[config.mk]
export PLATFORM = sky130hd
export DESIGN_NAME = j1850_rx_sv
export DESIGN_NICKNAME = d
export VERILOG_FILES = /design/src/rtl/j1850_sv_pkg.sv /design/src/rtl/j1850_crc_acc.sv /design/src/rtl/j1850_sv_pending.sv /design/src/rtl/j1850_sv_encode.sv /design/src/rtl/j1850_rx_sv.sv
export SDC_FILE = /design/constraint.sdc
export NUM_CORES = 1
export LEC_CHECK = 0
export ABC_CLOCK_PERIOD_IN_PS = 1500
export BUFFER_PORTS_ARGS = -buffer_cell sky130_fd_sc_hd__buf_2
export CAP_MARGIN = 5
export CORE_ASPECT_RATIO = 1.4
export CORE_UTILIZATION = 47
export DETAILED_ROUTE_END_ITERATION = 7
export PLACE_DENSITY = 0.85
export SLEW_MARGIN = 20
export SYNTH_ARGS = -nofsm -noshare
export SYNTH_HDL_FRONTEND = slang
export SYNTH_SLANG_ARGS = --single-unit
[constraint.sdc]
create_clock -name clk -period 1.5 [get_ports clk]
set_input_delay 0 -clock clk [delete_from_list [all_inputs] [get_ports clk]]
set_output_delay 0 -clock clk [all_outputs]
set_load 0.01 [all_outputs]
[src/rtl/j1850_sv_pkg.sv]
package j1850_sv_pkg;

   typedef enum logic [2:0] {
      SV_NONE = 3'd0,
      SV_RXB  = 3'd1,
      SV_IFR  = 3'd2,
      SV_EOF  = 3'd3,
      SV_CRC  = 3'd4
   } sv_code_e;

   typedef struct packed {
      logic crc;
      logic eof;
      logic ifr;
      logic rxb;
   } pend_t;

endpackage

[src/rtl/j1850_crc_acc.sv]
module j1850_crc_acc #(
   parameter int unsigned W    = 8,
   parameter int unsigned POLY = 'h1D,
   parameter int unsigned SEED = 'hFF
) (
   input  logic         clk,
   input  logic         rst_n,
   input  logic         load,
   input  logic         step,
   input  logic [W-1:0] din,
   output logic [W-1:0] crc_q
);
   localparam logic [W-1:0] POLY_V = W'(POLY);
   localparam logic [W-1:0] SEED_V = W'(SEED);

   logic [W-1:0] nxt;

   always_comb begin
      logic [W-1:0] c;
      logic fb;
      c = crc_q;
      for (int b = W - 1; b >= 0; b--) begin
         fb = c[W-1] ^ din[b];
         c  = {c[W-2:0], 1'b0};
         if (fb) c = c ^ POLY_V;
      end
      nxt = c;
   end

   always_ff @(posedge clk or negedge rst_n) begin
      if (!rst_n)    crc_q <= '0;
      else if (load) crc_q <= SEED_V;
      else if (step) crc_q <= nxt;
   end

   a_r6_seed_load: assert property (@(posedge clk) disable iff (!rst_n)
      load |=> crc_q == SEED_V);

endmodule

[src/rtl/j1850_sv_pending.sv]
module j1850_sv_pending
   import j1850_sv_pkg::*;
(
   input  logic  clk,
   input  logic  rst_n,
   input  logic  byte_ev,
   input  logic  in_ifr,
   input  logic  rd_data,
   input  logic  crc_fail,
   input  logic  eof_ev,
   input  logic  ack_crc,
   input  logic  ack_eof,
   output pend_t pend_q,
   output logic  ovr_q
);
   logic byte_unread;
   assign byte_unread = pend_q.rxb | pend_q.ifr;

   always_ff @(posedge clk or negedge rst_n) begin
      if (!rst_n) begin
         pend_q <= '0;
         ovr_q  <= 1'b0;
      end else begin
         if (rd_data) begin
            pend_q.rxb <= 1'b0;
            pend_q.ifr <= 1'b0;
         end
         if (byte_ev) begin
            if (in_ifr) pend_q.ifr <= 1'b1;
            else        pend_q.rxb <= 1'b1;
         end
         if (ack_eof) pend_q.eof <= 1'b0;
         if (eof_ev)  pend_q.eof <= 1'b1;
         if (ack_crc)  pend_q.crc <= 1'b0;
         if (crc_fail) pend_q.crc <= 1'b1;
         if (rd_data) ovr_q <= 1'b0;
         if (byte_ev && byte_unread && !rd_data) ovr_q <= 1'b1;
      end
   end

   a_r4_read_clears: assert property (@(posedge clk) disable iff (!rst_n)
      (rd_data && !byte_ev) |=> !(pend_q.rxb || pend_q.ifr));

   a_r11_overrun_set: assert property (@(posedge clk) disable iff (!rst_n)
      (byte_ev && byte_unread && !rd_data) |=> ovr_q);

   a_r11_overrun_held: assert property (@(posedge clk) disable iff (!rst_n)
      (ovr_q && !rd_data) |=> ovr_q);

endmodule

[src/rtl/j1850_sv_encode.sv]
module j1850_sv_encode
   import j1850_sv_pkg::*;
(
   input  pend_t    pend,
   output sv_code_e code
);
   always_comb begin
      if (pend.crc)      code = SV_CRC;
      else if (pend.eof) code = SV_EOF;
      else if (pend.ifr) code = SV_IFR;
      else if (pend.rxb) code = SV_RXB;
      else               code = SV_NONE;
   end
endmodule

[src/rtl/j1850_rx_sv.sv]
module j1850_rx_sv
   import j1850_sv_pkg::*;
#(
   parameter int unsigned DATA_W       = 8,
   parameter int unsigned CODE_W       = 3,
   parameter int unsigned CRC_POLY     = 'h1D,
   parameter int unsigned CRC_SEED     = 'hFF,
   parameter int unsigned CRC_RESIDUE  = 'hC4,
   parameter bit          CRC_CHECK_EN = 1'b1
) (
   input  logic              clk,
   input  logic              rst_n,
   input  logic              ev_byte,
   input  logic [DATA_W-1:0] ev_data,
   input  logic              ev_eod,
   input  logic              ev_eof,
   input  logic              ifr_has_crc,
   input  logic              cpu_rd_data,
   input  logic              cpu_ack,
   input  logic              cpu_ign_set,
   input  logic              cpu_ign_clr,
   output logic [DATA_W-1:0] data_out,
   output logic [CODE_W-1:0] state_code,
   output logic              irq,
   output logic              overrun,
   output logic              ignore
);
   localparam logic [DATA_W-1:0] RESIDUE_V = DATA_W'(CRC_RESIDUE);

   generate
      if (CODE_W < 3) begin : g_bad_code_w
         $error("CODE_W must hold five state codes");
      end
      if (DATA_W < 2) begin : g_bad_data_w
         $error("DATA_W too small for a CRC register");
      end
   endgenerate

   logic        ifr_phase_q;
   logic        ifr_seen_q;
   logic        ign_q;
   sv_code_e    sv_q;
   sv_code_e    sv_next;
   pend_t       pend;
   logic        ovr;
   logic        enter_ifr;
   logic        check_now;
   logic        crc_fail;
   logic        ifr_byte;

   assign enter_ifr = ev_eod && !ifr_phase_q;
   assign check_now = ev_eod && ifr_phase_q && ifr_seen_q;
   assign ifr_byte  = ev_byte && ifr_phase_q;

   always_ff @(posedge clk or negedge rst_n) begin
      if (!rst_n) begin
         ifr_phase_q <= 1'b0;
         ifr_seen_q  <= 1'b0;
      end else if (ev_eof) begin
         ifr_phase_q <= 1'b0;
         ifr_seen_q  <= 1'b0;
      end else begin
         if (enter_ifr) ifr_phase_q <= 1'b1;
         if (ifr_byte)  ifr_seen_q  <= 1'b1;
         else if (check_now) ifr_seen_q <= 1'b0;
      end
   end

   generate
      if (CRC_CHECK_EN) begin : g_crc
         logic [DATA_W-1:0] crc_q;
         j1850_crc_acc #(
            .W   (DATA_W),
            .POLY(CRC_POLY),
            .SEED(CRC_SEED)
         ) u_crc (
            .clk  (clk),
            .rst_n(rst_n),
            .load (enter_ifr),
            .step (ifr_byte),
            .din  (ev_data),
            .crc_q(crc_q)
         );
         assign crc_fail = check_now && ifr_has_crc && (crc_q != RESIDUE_V);
      end else begin : g_no_crc
         assign crc_fail = 1'b0;
      end
   endgenerate

   always_ff @(posedge clk or negedge rst_n) begin
      if (!rst_n)          data_out <= '0;
      else if (ev_byte)    data_out <= ev_data;
   end

   always_ff @(posedge clk or negedge rst_n) begin
      if (!rst_n)           ign_q <= 1'b0;
      else if (cpu_ign_clr) ign_q <= 1'b0;
      else if (cpu_ign_set) ign_q <= 1'b1;
   end

   j1850_sv_pending u_pend (
      .clk     (clk),
      .rst_n   (rst_n),
      .byte_ev (ev_byte),
      .in_ifr  (ifr_phase_q),
      .rd_data (cpu_rd_data),
      .crc_fail(crc_fail),
      .eof_ev  (ev_eof),
      .ack_crc (cpu_ack && sv_q == SV_CRC),
      .ack_eof (cpu_ack && sv_q == SV_EOF),
      .pend_q  (pend),
      .ovr_q   (ovr)
   );

   j1850_sv_encode u_enc (
      .pend(pend),
      .code(sv_next)
   );

   always_ff @(posedge clk or negedge rst_n) begin
      if (!rst_n)      sv_q <= SV_NONE;
      else if (!ign_q) sv_q <= sv_next;
   end

   assign state_code = CODE_W'(sv_q);
   assign irq        = (sv_q != SV_NONE);
   assign overrun    = ovr;
   assign ignore     = ign_q;

   a_r2_data_load: assert property (@(posedge clk) disable iff (!rst_n)
      ev_byte |=> data_out == $past(ev_data));

   a_r12_frozen: assert property (@(posedge clk) disable iff (!rst_n)
      ign_q |=> $stable(sv_q));

   a_r9_crc_top: assert property (@(posedge clk) disable iff (!rst_n)
      (pend.crc && !ign_q) |=> sv_q == SV_CRC);

   a_r9_eof_over_bytes: assert property (@(posedge clk) disable iff (!rst_n)
      (pend.eof && !pend.crc && !ign_q) |=> sv_q == SV_EOF);

   a_r8_eof_ends_ifr: assert property (@(posedge clk) disable iff (!rst_n)
      ev_eof |=> !ifr_phase_q);

   a_r7_no_crc_type: assert property (@(posedge clk) disable iff (!rst_n)
      (check_now && !ifr_has_crc && !pend.crc) |=> !pend.crc);

endmodule

==> metrics, run 1 <==
run status finished, violations left; violations in the final reports setup timing; antenna violations before repair 0; Chip Width ~47 um; placed instance count 184; setup violators final 3; Synth warnings 0; area delta synth->final 39.1%; most common cell after layout, fill and taps aside sky130_fd_sc_hd__buf_2; tightest slew margin relative to the limit 59.7%; capture instance of the worst register-to-register path g_crc.u_crc.crc_q[7]; endpoint kind of the worst setup timing path flip-flop; share of flip-flops with an asynchronous set or reset after synthesis 100%; cell area after layout 1870 sq um; biggest area contributors in the synthesized netlist sky130_fd_sc_hd__dfrtp_1, sky130_fd_sc_hd__xnor2_1, sky130_fd_sc_hd__mux2_2; Die Span Y between 60 and 70 um; distinct cell type count after synthesis 28; shortest period the worst path allows around 1.5 ns; Worst setup endpoint g_crc.u_crc.crc_q[7]; maximum fanout encountered on the critical timing path 3; RSZ-0062 raised after global routing yes; # IOs 32; switching power of the nets 1110 uW; share of final-layout standard cells stronger than drive strength 1 41.6%; remaining routing DRC violations 0; CTS Root Buffer Type sky130_fd_sc_hd__clkbuf_4; post-synthesis instance area 1350 sq um; Setup Slack @ Placement -0.0557 ns; worst setup slack for register-to-register paths -0.008 ns; standard-cell row count 22; Clock Power Share 10.1%; slew at the pin closest to its max-slew limit approximately 0.60 ns; Max Cap Violations 0; Global Route Usage Sum 22.4%; Critical Path RT between 1.5 and 2 ns; Final Hold Vio Count 0; Max Root-Sink Buffers 2; fin nets 192; Worst VDD drop about 1.3 mV; number of filler instances in the final layout 196; post-DR wirelength/cell 14.4 um; routed via count 1068; biggest area consumer among synthesized cells sky130_fd_sc_hd__dfrtp_1; Pins Over Slew Limit 0; CTS Sinks 27; worst min path class in -> reg; Die Area 3090 sq um; number of routed nets with antenna violations 0; total wirelength of the detailed-routed design 3000 um; core region area 2670 sq um; worst setup slack after layout -0.00825 ns; count of input and output buffers 31; Finished Core Util 70.2%; remaining global-route overflow 0; crit path from g_crc.u_crc.crc_q[4]; Worst Path Arrival ~1.8 ns; final sum of negative setup slack -0.0165 ns; Max Clock Freq 663 MHz; total cell area at the placement stage 1620 sq um; Clock Skews 0.0111 ns; starting utilization of the core area 50.5%; final cell count without fillers roughly 210; Seq/Total Area, Yosys 50.1%; Mean Syn Cell Area 12.5 sq um; share of power burned in combinational logic between 50% and 60%; static power due to leakage 0.000877 uW; depth of the worst register-to-register path 6; Final Cycle Share 101%; switching share of total power 34.7%; top library cells by usage in the layout, fill and taps aside sky130_fd_sc_hd__buf_2, sky130_fd_sc_hd__dfrtp_1, sky130_fd_sc_hd__buf_4; number of design-rule violations left by the first detailed-router iteration 22; diodes inserted 0; iteration count of the initial detailed-routing pass 5; per-cell via count in the routed design approximately 5.1; clock insertion delay at the later pin of the skew report 0.34 ns; clock buffers created by TritonCTS 3; final RePlAce weighted congestion 0.838; synthesized net count 126; cell area power density 1710 nW/um^2; number of global-route vias before repair 1084; number of synthesized flops with an enable pin 0; clock-pin slew on the worst setup and hold paths 0.15 ns; share of total power in sequential cells 33.8%; class of the most critical setup path reg -> reg; Critical Path Start Type flip-flop; instance count of the mapped netlist 108; synthesized flop and latch total 27; flip-flop cell with the highest count after synthesis sky130_fd_sc_hd__dfrtp_1; first-pass GRT wire length between 4000 and 5000 um; internal power 2100 uW; launch point of the worst reg-to-reg path g_crc.u_crc.crc_q[4]; pin count of the biggest net entering global routing 28; number of H-tree levels 1; clock tree from TritonCTS yes; share of the synthesized area in the top cell type 50.1%
==> power groups by stage <==
stage / clock [uW] / sequential [uW] / combinational (uW)
final: 326 / 1090 / 1800
after detailed placement: 0 / 1100 / 1630
after global routing: 354 / 1110 / 1960
after global placement: 0 / 1090 / 1570
after CTS: 319 / 1090 / 1760
after floorplan: 0 / 1100 / 1120
==> synth_stat cells, drive strengths merged (2+ instances only) <==
cell type	instances
clkbuf	2
nand2	5
xor3	2
xor2	3
xnor2	17
mux2	9
a21o	2
inv	5
nor2	9
o31ai	2
dfrtp	27
o22a	7
nand3	2
a21oi	4
o21ai	3
xnor3	2
==> through the flow <==
stage	power, uW	hold WS, ns
finish	3210	0.0511
global route	3420	0.0648
CTS	3170	0.0557
global placement	2660	0.0326
floorplan	2230	-0.296
detailed placement	2730	0.0316
==> cells by family after synthesis <==
logic type,after synthesis,synth area share (%)
AND/OR/NAND/NOR,21,7.61
flip-flops,27,50.1
AO/OA/AOI/OAI,20,10.5
XOR/XNOR,24,22.3
multiplexers,9,7.52
buffers and inverters,7,1.95
==> area by class of cell <==
class / instances / area [sq um] / share of cell area (%)
timing repair buffer: 63 / 438 / 23.4
sequential: 27 / 677 / 36.1
inverter: 5 / 18.8 / 1.00
tap: 36 / 45.0 / 2.40
multi-input combinational: 74 / 668 / 35.6
clock inverter: 1 / 5.00 / 0.267
clock buffer: 3 / 22.5 / 1.20
==> timing repair <==
action	CTS	global route
setup buffers	3	2
hold endpoints to repair	43	0
resized for setup	3	3
endpoints found under the setup margin	4	4
pin swaps	5	4
hold buffers	16	0
==> worst max-delay path, cell delays in order (launching register included) <==
cell and delay (ns):
sky130_fd_sc_hd__dfrtp_2 0.46, sky130_fd_sc_hd__buf_4 0.15, sky130_fd_sc_hd__xnor2_2 0.14, sky130_fd_sc_hd__xor2_1 0.17, sky130_fd_sc_hd__buf_4 0.16, sky130_fd_sc_hd__xnor2_1 0.20
sky130_fd_sc_hd__o22a_1 0.17
==> sequential cells by signal (all words and copies together) (netlist names) <==
name               cells
data_out               8
u_pend.ovr_q           1
ifr_seen_q             1
u_pend.pend_q          4
ifr_phase_q            1
state_code             3
ignore                 1
g_crc.u_crc.crc_q      8
==> per-layer routing <==
metal	part of all wire (%)	vias up	track usage (%)
li1	-	505	-
met3	3.1	7	3.85
met1	39	528	27.7
met2	56	28	37.2
met5	0	-	0
met4	1.9	0	8.93
==> worst min-delay path by stage <==
stage	cells past startpoint	startpoint	slack (ns)	endpoint
after floorplan	0	rst_n	-0.30	data_out[0]
after global placement	1	rst_n	0.03	ignore
after detailed placement	1	rst_n	0.03	state_code[0]
after CTS	3	ev_byte	0.06	u_pend.pend_q[0]
after global routing	4	ifr_has_crc	0.06	u_pend.pend_q[3]
final	4	ifr_has_crc	0.05	u_pend.pend_q[3]
(Power assumes the default switching activity.)
==> inputs of run 2 (changes only) <==
- SYNTH_HIERARCHICAL: not set -> 1
==> run 2 against run 1 <==
  * Clock skew fell by 0.0034 ns
  * Sequential share of layout area fell by 0.94 points
  * Synthesized cell count rose by 14%
  * The flow still finishes with violations (setup timing)
  * Maximum frequency fell by 6.8%
  * Cell count rose by 3.3%
  * Core utilization fell by 2.7 points
  * Non-clock buffer count fell by 8
  * Worst setup slack got worse by 0.11 ns
  * Design area rose by 2.7%
  * Global-route usage fell by 0.74 points
  * Sequential power barely moved
  * Total power rose by 12%
  * Largest cell class is now multi-input gates
==> metrics, run 2 <==
first-pass GRT wire length 4780 um (-2.4%); violations in the final reports setup timing; Max Cap Violations 0 (unchanged); iteration count of the initial detailed-routing pass 4 (-1); Worst VDD drop 1.31 mV (+4.4%); post-synthesis instance area 1410 sq um (+4.5%); remaining routing DRC violations 0 (unchanged); number of global-route vias before repair 1111 (+2.5%); core region area 2850 sq um (+6.7%); run status finished, violations left; number of routed nets with antenna violations 0 (unchanged); distinct cell type count after synthesis 35 (+25%); clock-pin slew on the worst setup and hold paths 0.10 ns (-0.05 ns); share of final-layout standard cells stronger than drive strength 1 45.3% (+3.6 points); maximum fanout encountered on the critical timing path 3 (unchanged); Critical Path Start Type flip-flop; synthesized flop and latch total 27 (unchanged); total wirelength of the detailed-routed design 3140 um (+4.4%); launch point of the worst reg-to-reg path g_crc.u_crc/crc_q[4]; detailed placement HPWL 2240 um; per-cell via count in the routed design 5.06 (-0.98%); biggest area contributors in the synthesized netlist sky130_fd_sc_hd__dfrtp_1, sky130_fd_sc_hd__xnor2_1, sky130_fd_sc_hd__mux2_2; clock buffers created by TritonCTS 3 (unchanged); Chip Width 48.3 um (+2.1%); class of the most critical setup path reg -> reg; final sum of negative setup slack -0.316 ns (-0.300 ns); leading post-synthesis cells by instance count sky130_fd_sc_hd__dfrtp_1, sky130_fd_sc_hd__xnor2_1, sky130_fd_sc_hd__mux2_2; post-DR wirelength/cell 14.5 um (+1.0%); top library cells by usage in the layout, fill and taps aside sky130_fd_sc_hd__buf_2, sky130_fd_sc_hd__dfrtp_1, sky130_fd_sc_hd__buf_4; CTS Root Buffer Type sky130_fd_sc_hd__clkbuf_8; Clock Skews 0.00765 ns (-0.00345 ns); tightest slew margin relative to the limit 59.4% (-0.29 points); starting utilization of the core area 49.4% (-1.1 points); shortest period the worst path allows 1.62 ns (+0.110 ns); biggest area consumer among synthesized cells sky130_fd_sc_hd__dfrtp_1; share of flip-flops with an asynchronous set or reset after synthesis 100% (unchanged); Max Root-Sink Buffers 2 (unchanged); largest registers data_out: 8 flops, g_crc.u_crc/crc_q: 8 flops, u_pend/pend_q: 4 flops; antenna violations before repair 0 (unchanged); cell area power density 1860 nW/um^2 (+8.7%); # IOs 32 (unchanged); slew at the pin closest to its max-slew limit 0.609 ns (+0.00427 ns); remaining global-route overflow 0 (unchanged); CTS Sinks 27 (unchanged); Max Clock Freq 618 MHz (-6.8%); mux cell area share after synthesis 9.51% (+2.0 points); Worst Path Arrival 1.80 ns (about the same); start point of the worst hold path ev_eod; worst setup slack after layout -0.119 ns (-0.110 ns); clock insertion delay at the later pin of the skew report 0.28 ns (-0.06 ns); final RePlAce weighted congestion 0.895 (+6.8%); hold worst-path end ifr_phase_q; worst hold path cell count 3 (-1); Global Route Usage Sum 21.6% (-0.74 points); Final Cycle Share 108% (+7.4 points); most common cell after layout, fill and taps aside sky130_fd_sc_hd__buf_2; setup violators final 5 (+2); Mean Syn Cell Area 11.4 sq um (-8.3%); cell area after layout 1920 sq um (+2.7%); clock tree from TritonCTS yes; total cell area at the placement stage 1710 sq um (+5.1%); worst setup slack for register-to-register paths -0.12 ns (-0.11 ns); compound-gate portion of the synthesized area 8.71% (-1.8 points); Critical Path RT 1.68 ns (-0.11 ns); endpoint kind of the worst setup timing path flip-flop; capture instance of the worst register-to-register path g_crc.u_crc/crc_q[6]; synthesized net count 141 (+12%); adder-cell share of the synthesized area 0% (unchanged); number of synthesized flops with an enable pin 0 (unchanged); standard-cell row count 23 (+4.5%); largest family of logic cells by synthesized area XOR/XNOR gates; simple-gate share of the synthesized area 10.9% (+3.3 points); static power due to leakage 0.000906 uW (+3.4%); Seq/Total Area, Yosys 48.0% (-2.1 points); pin count of the biggest net entering global routing 28 (unchanged); Pins Over Slew Limit 0 (unchanged); flip-flop cell with the highest count after synthesis sky130_fd_sc_hd__dfrtp_1; area delta synth->final 36.7%; worst min path class in -> reg; number of design-rule violations left by the first detailed-router iteration 18 (-18%); depth of the worst register-to-register path 6 (unchanged); diodes inserted 0 (unchanged); fin nets 198 (+3.1%); RSZ-0062 raised after global routing yes; Post-Synth XOR/XNOR Area 18.8% (-3.4 points); most instantiated library cell after synthesis sky130_fd_sc_hd__dfrtp_1; instance count of the mapped netlist 123 (+14%); Die Span Y 66.8 um (+2.1%); number of H-tree levels 1 (unchanged); count of input and output buffers 31 (unchanged); routed via count 1093 (+2.3%); Die Area 3220 sq um (+4.3%); Synth warnings 6 (+6); share of the synthesized area in the top cell type 48.0% (-2.1 points); Final Hold Vio Count 0 (unchanged)
## run 2: changes by cell type after synthesis, moves of 3 or more
cell	previous run	this run
sky130_fd_sc_hd__o22a_1	6	0
sky130_fd_sc_hd__xnor2_2	4	0
sky130_fd_sc_hd__xor2_1	3	7
sky130_fd_sc_hd__a21oi_1	4	7
sky130_fd_sc_hd__inv_1	5	8
sky130_fd_sc_hd__or2_2	0	3
## run 2: critical path, stage by stage (launching register included)
cell and delay (ns):
sky130_fd_sc_hd__dfrtp_1 0.43, sky130_fd_sc_hd__xnor2_2 0.24, sky130_fd_sc_hd__xor2_2 0.22, sky130_fd_sc_hd__buf_4 0.14, sky130_fd_sc_hd__xnor2_1 0.11, sky130_fd_sc_hd__a21oi_1 0.11, sky130_fd_sc_hd__or2_4 0.25
## run 2: per-stage QoR
stage / cells / setup slack, ns / total power [uW] / hold slack, ns / util [%]
detailed placement: 202 / -0.0811 / 2840 / 0.0371 / 59.9
finish: 216 / -0.119 / 3580 / 0.00290 / 67.5
floorplan: 123 / -0.0515 / 2280 / -0.296 / -
CTS: 213 / -0.0793 / 3390 / 0.00499 / 65.3
global route: 216 / -0.190 / 3810 / 0.0167 / 67.5
global placement: 202 / -0.0291 / 2780 / 0.0330 / 59.9
## run 2: how the worst max path moves through the flow
stage	endpoint	startpoint	slack, ns	depth (start not counted)
floorplan	g_crc.u_crc/crc_q[4]	g_crc.u_crc/crc_q[4]	-0.05	5
global placement	g_crc.u_crc/crc_q[4]	g_crc.u_crc/crc_q[4]	-0.03	5
detailed placement	g_crc.u_crc/crc_q[4]	g_crc.u_crc/crc_q[4]	-0.08	5
CTS	g_crc.u_crc/crc_q[4]	g_crc.u_crc/crc_q[1]	-0.08	5
global route	g_crc.u_crc/crc_q[6]	g_crc.u_crc/crc_q[4]	-0.19	6
finish	g_crc.u_crc/crc_q[6]	g_crc.u_crc/crc_q[4]	-0.12	6
## run 2: cell families (layout without fill, tap and decap cells)
| family | after synthesis | in the layout |
|---|---|---|
| multiplexers | 12 | 12 |
| buffers and inverters | 11 | 67 |
| AO/OA/AOI/OAI | 20 | 20 |
| flip-flops | 27 | 27 |
| XOR/XNOR | 25 | 25 |
| AND/OR/NAND/NOR | 28 | 28 |
## run 2: routing by layer
layer	part of all wire (%)	GRT usage, %	wire (um)	vias up
met1	38	24.7	1180	539
li1	-	-	-	523
met2	58	38.3	1830	27
met4	1.2	8.33	38	0
met3	2.9	2.71	90	4
met5	0	0	0	-
## run 2: cell type report
class | count | area, sq um
well taps | 37 | 46.3
fillers | 214 | 925
clock inverters | 1 | 5.00
multi-input cells | 85 | 769
clock buffers | 3 | 41.3
inverters | 8 | 30.0
flip-flops and latches | 27 | 677
repair buffers | 55 | 355
## run 2: repair_timing
item / 4_1_cts / 5_1_grt
setup buffers: 0 / 2
cloned: 0 / 0
endpoints found under the setup margin: 7 / 8
pin swaps: 3 / 8
resized for setup: 6 / 8
hold buffers: 7 / 1
endpoints found under the hold margin: 36 / 1
## run 2: where the power goes
part | switching, uW | internal [uW]
logic | 862 | 1190
registers | 191 | 914
clock network | 235 | 187
==> inputs of run 3 (changes only) <==
- CELL_PAD_IN_SITES_DETAIL_PLACEMENT: not set -> 0
- CELL_PAD_IN_SITES_GLOBAL_PLACEMENT: not set -> 2
- CORE_UTILIZATION: 47 -> 30
- PLACE_DENSITY: 0.85 -> 0.84
==> run 3 against run 2 <==
  * The flow still finishes with violations (setup timing)
  * Maximum frequency rose by 0.66%
  * Sequential power is essentially flat
  * Design area up 2.9%
  * Routed wire length up 3.0%
  * Cell count up 12%
  * First-iteration DRC count down 17%
  * Largest cell class unchanged
==> metrics, run 3 (synthesis results as in run 2) <==
Setup Slack @ Placement -0.132 ns (-0.0506 ns); worst path buffer plus inverter count 0 (-1); worst min path class in -> reg; maximum fanout encountered on the critical timing path 2 (-1); static power due to leakage 0.000908 uW (+0.26%); setup violators final 4 (-1); cell area power density 1810 nW/um^2 (-2.8%); Critical Path Start Type flip-flop; Worst VDD drop 0.704 mV (-46%); total wirelength of the detailed-routed design 3230 um (+3.0%); CTS Sinks 27 (unchanged); CTS Root Buffer Type sky130_fd_sc_hd__clkbuf_8; most common cell after layout, fill and taps aside sky130_fd_sc_hd__buf_2; worst setup slack after layout -0.108 ns (+0.0106 ns); tightest slew margin relative to the limit 57.7% (-1.7 points); Critical Path RT 1.68 ns (about the same); detailed placement HPWL 2320 um (+3.6%); Hold Worst Slack 0.00503 ns (+0.00213 ns); Die Span Y 83.0 um (+24%); routed via count 1083 (-0.91%); number of routed nets with antenna violations 0 (unchanged); Max Root-Sink Buffers 2 (unchanged); class of the most critical setup path reg -> reg; top library cells by usage in the layout, fill and taps aside sky130_fd_sc_hd__buf_2, sky130_fd_sc_hd__dfrtp_1, sky130_fd_sc_hd__buf_4; Pins Over Slew Limit 0 (unchanged); core region area 4540 sq um (+59%); Max stage delay on crit path 0.42 ns (about the same); fin nets 199 (+0.51%); count of input and output buffers 31 (unchanged); Clock Skews 0.00539 ns (-0.00227 ns); remaining routing DRC violations 0 (unchanged); final cell count without fillers 242 (+12%); slowest cell on the critical path sky130_fd_sc_hd__dfrtp_1; clock-pin slew on the worst setup and hold paths 0.10 ns (about the same); clock insertion delay at the later pin of the skew report 0.28 ns (about the same); RSZ-0062 raised after global routing yes; final RePlAce weighted congestion 0.879 (-1.7%); launch point of the worst reg-to-reg path g_crc.u_crc/crc_q[1]; remaining global-route overflow 0 (unchanged); met1 usage in global routing 14.2% (-10 points); Final Hold Vio Count 0 (unchanged); shortest period the worst path allows 1.61 ns (-0.0106 ns); met2 global-route usage 27.3% (-11 points); total cell area at the placement stage 1740 sq um (+1.8%); antenna violations before repair 0 (unchanged); per-cell via count in the routed design 4.48 (-12%); first-pass GRT wire length 5150 um (+7.8%); run status finished, violations left; endpoint kind of the worst setup timing path flip-flop; cell area after layout 1980 sq um (+2.9%); peak-usage layer in the global routing report met2; Max Cap Violations 0 (unchanged); Global Route Usage Sum 14.1% (-7.6 points); hold worst-path end data_out[2]; Chip Width 59.9 um (+24%); number of global-route vias before repair 1162 (+4.6%); clock buffers created by TritonCTS 3 (unchanged); diodes inserted 0 (unchanged); # IOs 32 (unchanged); Final Cycle Share 107% (-0.70 points); depth of the worst register-to-register path 5 (-1); worst setup slack for register-to-register paths -0.11 ns (about the same); placed instance count 227 (+12%); number of filler instances in the final layout 442 (+110%); slew at the pin closest to its max-slew limit 0.634 ns (+0.0256 ns); CP Cell Sequence xnor2_2 -> xnor3_2 -> xor3_1 -> a21oi_1 -> or2_4; pin count of the biggest net entering global routing 28 (unchanged); CP delay by family, top XOR/XNOR gates; share of final-layout standard cells stronger than drive strength 1 45.6% (+0.30 points); standard-cell row count 29 (+26%); post-DR wirelength/cell 13.3 um (-8.1%); start point of the worst hold path ev_data[2]; Max Clock Freq 622 MHz (+0.66%); Finished Core Util 43.6% (-24 points); starting utilization of the core area 31.0% (-18 points); violations in the final reports setup timing; iteration count of the initial detailed-routing pass 4 (unchanged); met3 track demand over resource 1.40% (-1.3 points); Die Area 4970 sq um (+54%); clock tree from TritonCTS yes; capture instance of the worst register-to-register path g_crc.u_crc/crc_q[4]; number of H-tree levels 1 (unchanged); worst hold path cell count 2 (-1); area delta synth->final 40.6%; Worst Path Arrival 1.78 ns (-0.02 ns); largest registers data_out: 8 flops, g_crc.u_crc/crc_q: 8 flops, u_pend/pend_q: 4 flops; number of design-rule violations left by the first detailed-router iteration 15 (-3)
==> run 3: worst register-to-register path: stages, from the launching register on <==
cell                      delay (ns)
sky130_fd_sc_hd__dfrtp_1        0.42
sky130_fd_sc_hd__xnor2_2        0.18
sky130_fd_sc_hd__xnor3_2        0.39
sky130_fd_sc_hd__xor3_1         0.22
sky130_fd_sc_hd__a21oi_1        0.07
sky130_fd_sc_hd__or2_4          0.22
==> run 3: worst max path at each step <==
| stage | cells after the start | end | slack, ns | from |
|---|---|---|---|---|
| 2_1_floorplan | 5 | g_crc.u_crc/crc_q[4] | -0.05 | g_crc.u_crc/crc_q[4] |
| 3_3_place_gp | 6 | g_crc.u_crc/crc_q[2] | -0.05 | g_crc.u_crc/crc_q[7] |
| 3_5_place_dp | 5 | g_crc.u_crc/crc_q[4] | -0.13 | g_crc.u_crc/crc_q[4] |
| 4_1_cts | 5 | g_crc.u_crc/crc_q[4] | -0.12 | g_crc.u_crc/crc_q[1] |
| 5_1_grt | 5 | g_crc.u_crc/crc_q[3] | -0.18 | g_crc.u_crc/crc_q[1] |
| 6_report | 5 | g_crc.u_crc/crc_q[4] | -0.11 | g_crc.u_crc/crc_q[1] |
==> run 3: per-stage QoR <==
| step | power (uW) | TNS, ns |
|---|---|---|
| floorplan | 2280 | -0.0515 |
| global placement | 2780 | -0.117 |
| detailed placement | 2840 | -0.324 |
| CTS | 3520 | -0.217 |
| global route | 3820 | -0.680 |
| finish | 3580 | -0.253 |
==> run 3: timing repair <==
action | CTS | global route
endpoints found under the hold margin | 35 | 0
pin swaps | 6 | 3
buffers inserted | 2 | 1
endpoints found under the setup margin | 7 | 7
hold buffers | 8 | 0
gates resized for setup | 9 | 3
==> run 3: report_power, final <==
part	internal, uW	total, uW	switching, uW
logic	1200	2050	844
clock network	189	435	246
registers	911	1100	192
total	2300	3580	1280
==> run 3: area by class of cell <==
| type | count | area (sq um) | share of cell area, % |
|---|---|---|---|
| Tap cell | 62 | 77.6 | 3.92 |
| Clock buffer | 3 | 41.3 | 2.09 |
| Sequential cell | 27 | 676 | 34.1 |
| Multi-Input combinational cell | 85 | 785 | 39.6 |
| Inverter | 8 | 30.0 | 1.52 |
| Clock inverter | 1 | 7.51 | 0.379 |
| Timing Repair Buffer | 56 | 363 | 18.3 |
==> run 3: layer usage <==
layer  wire length [um]  part of all wire [%]  vias to the layer above
li1                   -                     -                      521
met3                 70                   2.2                        4
met4                 57                   1.8                        0
met5                  0                     0                        -
met1               1240                    38                      538
met2               1860                    58                       20
